$ cat src/rtl/panel_tick_irq.sv
module panel_tick_irq #(
  parameter int PRESCALE_W = 13,
  parameter int SLOW_W     = 5
) (
  input  logic clk,
  input  logic rst,
  input  logic blank_mode,
  input  logic irq_ack,
  output logic irq_req
);

  logic [PRESCALE_W-1:0] pre_cnt;
  logic [SLOW_W-1:0]     slow_cnt;
  logic                  pre_tc;
  logic                  slow_full;
  logic                  fire;

  assign pre_tc    = &pre_cnt;
  assign slow_full = &slow_cnt;
  assign fire      = pre_tc && (!blank_mode || slow_full);

  always_ff @(posedge clk) begin
    if (rst) pre_cnt <= '0;
    else     pre_cnt <= pre_cnt + 1'b1;
  end

  always_ff @(posedge clk) begin
    if (rst)
      slow_cnt <= '0;
    else if (pre_tc)
      slow_cnt <= blank_mode ? slow_cnt + 1'b1 : '0;
  end

  always_ff @(posedge clk) begin
    if (rst)          irq_req <= 1'b0;
    else if (fire)    irq_req <= 1'b1;
    else if (irq_ack) irq_req <= 1'b0;
  end

endmodule


$ cat config.mk
export PLATFORM = sky130hd
export DESIGN_NAME = panel_tick_irq
export DESIGN_NICKNAME = d
export VERILOG_FILES = /design/src/rtl/panel_tick_irq.sv
export SDC_FILE = /design/constraint.sdc
export NUM_CORES = 1
export LEC_CHECK = 0
export ABC_AREA = 1
export BUFFER_PORTS_ARGS = -buffer_cell sky130_fd_sc_hd__buf_2
export CAP_MARGIN = 20
export CORE_MARGIN = 2
export CORE_UTILIZATION = 61
export CTS_CLUSTER_DIAMETER = 40
export DETAILED_ROUTE_END_ITERATION = 16
export GPL_TIMING_DRIVEN = 1
export PLACE_DENSITY = 0.88
export SYNTH_ARGS = -nofsm -noshare
export SYNTH_HDL_FRONTEND = slang
export SYNTH_SLANG_ARGS = --single-unit
$ cat constraint.sdc
create_clock -name clk -period 4.2 [get_ports clk]
set_input_delay 0.42 -clock clk [delete_from_list [all_inputs] [get_ports clk]]
set_output_delay 0.42 -clock clk [all_outputs]
set_load 0.005 [all_outputs]
==> metrics, run 1 <==
worst-margin pin slew=0.308 ns; FMAX=707 MHz; routed vias/inst=5.45; Max Cap Viol=0; CORE AREA=1450 um2; clock buffer depth=2; syn nets=125; initial antenna violation count=0; port bufs=4; fin nets=132; hpwl dp=1270 um; Pins Over Slew Limit=0; fin crit share=33.7%; slew margin rel.=79.5%; Seq/Total Area, Yosys=41.3%; num ports=5; Root Driver=clkbuf_4; Data required, critical path=4.40 ns; cells along the critical path=ha_1 -> nand2_1 -> nor2_1 -> ha_1 -> or2_2 -> nand2_1 -> a21oi_2; GPL Wtd Cong=0.844; Area Growth Syn to Fin=6.79%; Distinct cells, synth=27; starting density of the core=63.3%; die area=1840 um2; Final setup viols=0; Synth Area per Inst=7.80 um2; Post-synth EDFFs=0; n_diodes=0; multi-input combinational cell area=488 um2; crit-path leading delay family=simple AND/OR/NAND/NOR gates; CTS Hold Bufs=0; # DRC=0; Leakage=0.000435 uW; commonest non-fill, non-tap cell in the layout=nand2_1; setup_tns=0 ns; worst-case hold slack=0.369 ns; layout cells sized above 1=17.7%; post-synthesis cell area=921 um2; Synth top area share=41.3%; # rows=14; vias post-DR=763; clock sink count=19; Worst Clk Skew=0.0111 ns; antenna viol nets, final=0; first-pass GRT wire length=2960 um; Die Wd=42.9 um; CTS tree=yes; ys flop type=dfxtp_1; drt wl/cell=12.1 um; htree depth=1; CP max FO=5; TritonRoute pass-1 iters=4; Register Area=380 um2; RSZ-0062 raised after global routing=no; setup bufs post-CTS=0; slowest cell delay on critical path=0.37 ns; most frequent cells in the layout=nand2_1, dfxtp_1, nor2_1, inv_1, a21oi_1; Skew-Pair Late Insertion Delay=0.31 ns; largest area contributor in the netlist=dfxtp_1; Final Hold Fails=0; Synth async-reset ratio=0%; Post-Synthesis Cells=118; DRT iter0 DRCs=14; CP max stage cell=dfxtp_1; vias in the first global route=687; Yosys Warn Count=0; outcome=finished, final reports clean; pwr dens=301 nW/um2; CP bufs+invs=0; crit end category=flip-flop; crit start category=flip-flop; cts bufs inserted=3; largest net degree at the start of global routing=13; Worst-path clk slew=0.12 ns; post-route minimum period=1.42 ns; total routed wirelength=1700 um; FILL cells=124; post-cts sizing count=0; grt ovf=0; CP Class=reg -> reg; #FFs+latches synth=19; Max rail drop VDD=0.207 mV; hold crit path type=in -> reg; All-Layer GR Usage=21.8%; Worst EP arrival=1.62 ns; Synth area leaders=dfxtp_1, nand2_1, nor2_1; Vert. Die Dim=42.9 um
[state kept, by name, indices dropped and copies added, names as in the netlist]
register	cells
irq_req	1
pre_cnt	13
slow_cnt	5
[logic make-up after synthesis]
kind of cell,Yosys count,synth area share (%)
xor+xnor,2,1.90
buf+inv,14,5.71
fa+ha+maj,3,4.08
simple gates,62,35.3
flops,19,41.3
compound gates,18,11.7
[layer usage]
layer,up-vias,share of wire [%],track usage [%],wire [um]
met5,-,0,0,0
met4,0,2.3,12.5,39
met3,5,2.4,5.11,41
met2,10,51,34.8,864
met1,350,44,26.5,752
li1,398,-,-,-
[tightest hold or removal path, stage by stage]
cell,delay [ns]
buf_2,0.08
inv_1,0.03
nand2_1,0.06
a21oi_2,0.05
[area by class of cell]
cell class | count | area share, %
Clock buffer | 3 | 2.29
Clock inverter | 1 | 0.763
Inverter | 12 | 4.58
Multi-Input combinational cell | 85 | 49.6
Sequential cell | 19 | 38.7
Tap cell | 16 | 2.04
Timing Repair Buffer | 4 | 2.04
[per-stage QoR]
stage | power, uW | setup slack [ns] | cell area [um2] | instances | utilization (%)
after floorplan | 197 | 2.89 | 921 | 118 | -
after global placement | 200 | 2.84 | 953 | 136 | 65.6
after detailed placement | 201 | 2.81 | 953 | 136 | 65.6
after CTS | 299 | 2.79 | 983 | 140 | 67.6
after global routing | 305 | 2.70 | 983 | 140 | 67.6
final | 296 | 2.78 | 983 | 140 | 67.6
[synthesized netlist by cell type (3+ instances only)]
master / count
a21oi_1: 8
ha_1: 3
nor2_1: 13
nand3_1: 3
inv_1: 11
dfxtp_1: 19
nand2_1: 28
a21oi_2: 3
nand4_1: 4
o21ai_0: 4
[power by group]
group          internal (uW)  switching (uW)
sequential               183            2.35
clock                   36.4            62.7
combinational           4.37            7.43
[worst paths after layout]
kind,startpoint,end,slack [ns],depth (start not counted)
worst max-delay path,slow_cnt[0],irq_req,2.78,7
worst min-delay path,irq_ack,irq_req,0.37,4
worst max register to register,slow_cnt[0],irq_req,2.78,7
worst min register to register,pre_cnt[0],pre_cnt[0],0.48,1
(Power assumes the default switching activity.)
==> inputs of run 2 (changes only) <==
CORE_UTILIZATION = 57   (was 61)
PLACE_DENSITY = 0.83   (was 0.88)
clock period = 1.5 ns   (was 4.2 ns; I/O delays follow)
==> metrics, run 2 (same netlist as run 1, synthesis figures left out) <==
initial antenna violation count=0 (unchanged); crit start category=flip-flop (unchanged); Die Wd=44.2 um (was 42.9 um); Data required, critical path=1.69 ns (was 4.40 ns); Root Driver=clkbuf_4 (unchanged); Reg with most FFs=pre_cnt (unchanged); port bufs=4 (unchanged); Skew-Pair Late Insertion Delay=0.30 ns (was 0.31 ns); Worst-path clk slew=0.11 ns (was 0.12 ns); Final setup viols=0 (unchanged); crit end category=flip-flop (unchanged); largest net degree at the start of global routing=12 (was 13); setup_tns=0 ns (unchanged); antenna viol nets, final=0 (unchanged); max reg flops=13 (unchanged); Vert. Die Dim=44.2 um (was 42.9 um); pwr dens=831 nW/um2 (was 301 nW/um2); fin crit share=91.6% (was 33.7%); Worst EP arrival=1.57 ns (was 1.62 ns); Final Hold Fails=0 (unchanged); FMAX=728 MHz (was 707 MHz); post-route minimum period=1.37 ns (was 1.42 ns); Placed Cells=136 (unchanged); htree depth=1 (unchanged); CP max FO=6 (was 5); vias in the first global route=706 (was 687); outcome=finished, final reports clean (unchanged); CP Class=reg -> reg (unchanged); fin cells=140 (unchanged); clock buffer depth=2 (unchanged); hold crit path type=in -> reg (unchanged); DRT iter0 DRCs=14 (unchanged); worst-margin pin slew=0.313 ns (was 0.308 ns); CORE AREA=1510 um2 (was 1450 um2); grt ovf=0 (unchanged); die area=1950 um2 (was 1840 um2); setup bufs post-CTS=0 (unchanged); GPL Wtd Cong=0.824 (was 0.844); clock sink count=19 (unchanged); n_diodes=0 (unchanged); TritonRoute pass-1 iters=4 (unchanged); All-Layer GR Usage=20.2% (was 21.8%); # rows=14 (unchanged); starting density of the core=61.1% (was 63.3%); num ports=5 (unchanged); Max Cap Viol=0 (unchanged); hpwl dp=1240 um (was 1270 um); CTS tree=yes (unchanged); slew margin rel.=79.1% (was 79.5%); most frequent cells in the layout=nand2_1, dfxtp_1, nor2_1, inv_1, a21oi_1 (unchanged); Pins Over Slew Limit=0 (unchanged); Area Growth Syn to Fin=6.66% (was 6.79%); vias post-DR=749 (was 763); drt wl/cell=11.6 um (was 12.1 um); layout cells sized above 1=18.5% (was 17.7%); total routed wirelength=1630 um (was 1700 um); # DRC=0 (unchanged); Leakage=0.000439 uW (was 0.000435 uW); routed vias/inst=5.35 (was 5.45); commonest non-fill, non-tap cell in the layout=nand2_1 (unchanged); Max rail drop VDD=0.492 mV (was 0.207 mV); fin nets=132 (unchanged); first-pass GRT wire length=2940 um (was 2960 um); biggest registers after layout=pre_cnt x13, slow_cnt x5, irq_req x1 (unchanged); Worst Clk Skew=0.00184 ns (was 0.0111 ns); cts bufs inserted=3 (unchanged); RSZ-0062 raised after global routing=no (unchanged)
-- run 2: cell types whose count changed in the layout (fill, tap and decap cells not counted), sizes merged --
cell and delta:
clkinv +1, clkinvlp -1
-- run 2: repair_timing --
action / CTS / global route
endpoints found under the setup margin: 0 / 1
hold buffers: 0 / 0
gates resized for setup: 0 / 1
endpoints found under the hold margin: 0 / 0
-- run 2: layer usage --
| layer | vias to the layer above | routed length (um) | global-route usage [%] | part of all wire (%) |
|---|---|---|---|---|
| met2 | 10 | 820 | 33.5 | 50 |
| met1 | 341 | 748 | 26.0 | 46 |
| met5 | - | 0 | 0 | 0 |
| met3 | 2 | 47 | 3.67 | 2.9 |
| met4 | 0 | 14 | 7.88 | 0.86 |
| li1 | 396 | - | - | - |
-- run 2: power by group --
part           switching, uW  internal (uW)  leakage (uW)
clock network            165           99.4     0.0000177
registers               7.23            511      0.000154
logic                   20.6           12.2      0.000267
total                    193            623      0.000439
-- run 2: critical path, cell delays in order (launching register included) --
cell and delay (ns):
dfxtp_1 0.40, ha_1 0.22, nand3_2 0.14, nor2_2 0.19, nand2_1 0.16, nand2_1 0.10, a21oi_1 0.06
-- run 2: through the flow --
step / cell area (um2) / utilization (%) / power [uW] / worst slack, ns / hold slack, ns
finish: 982 / 65.2 / 816 / 0.126 / 0.101
global route: 982 / 65.2 / 844 / 0.0216 / 0.122
CTS: 981 / 65.1 / 819 / 0.102 / 0.104
detailed placement: 953 / 63.3 / 563 / 0.118 / 0.423
global placement: 953 / 63.3 / 560 / 0.145 / 0.418
floorplan: 921 / - / 552 / 0.186 / 0.298
-- run 2: cell type report --
class,count,area [um2]
fill,132,524
multi-input combinational,85,488
sequential,19,382
inverter,12,45.0
clock buffer,3,22.5
timing repair buffer,4,20.0
tap,16,20.0
clock inverter,1,5.00
-- run 2: worst paths after layout --
kind,from,to,slack [ns],cells after the start
worst max-delay path,pre_cnt[0],slow_cnt[3],0.13,6
worst min-delay path,irq_ack,irq_req,0.10,4
worst max register to register,pre_cnt[0],slow_cnt[3],0.13,6
worst min register to register,pre_cnt[0],pre_cnt[0],0.48,1
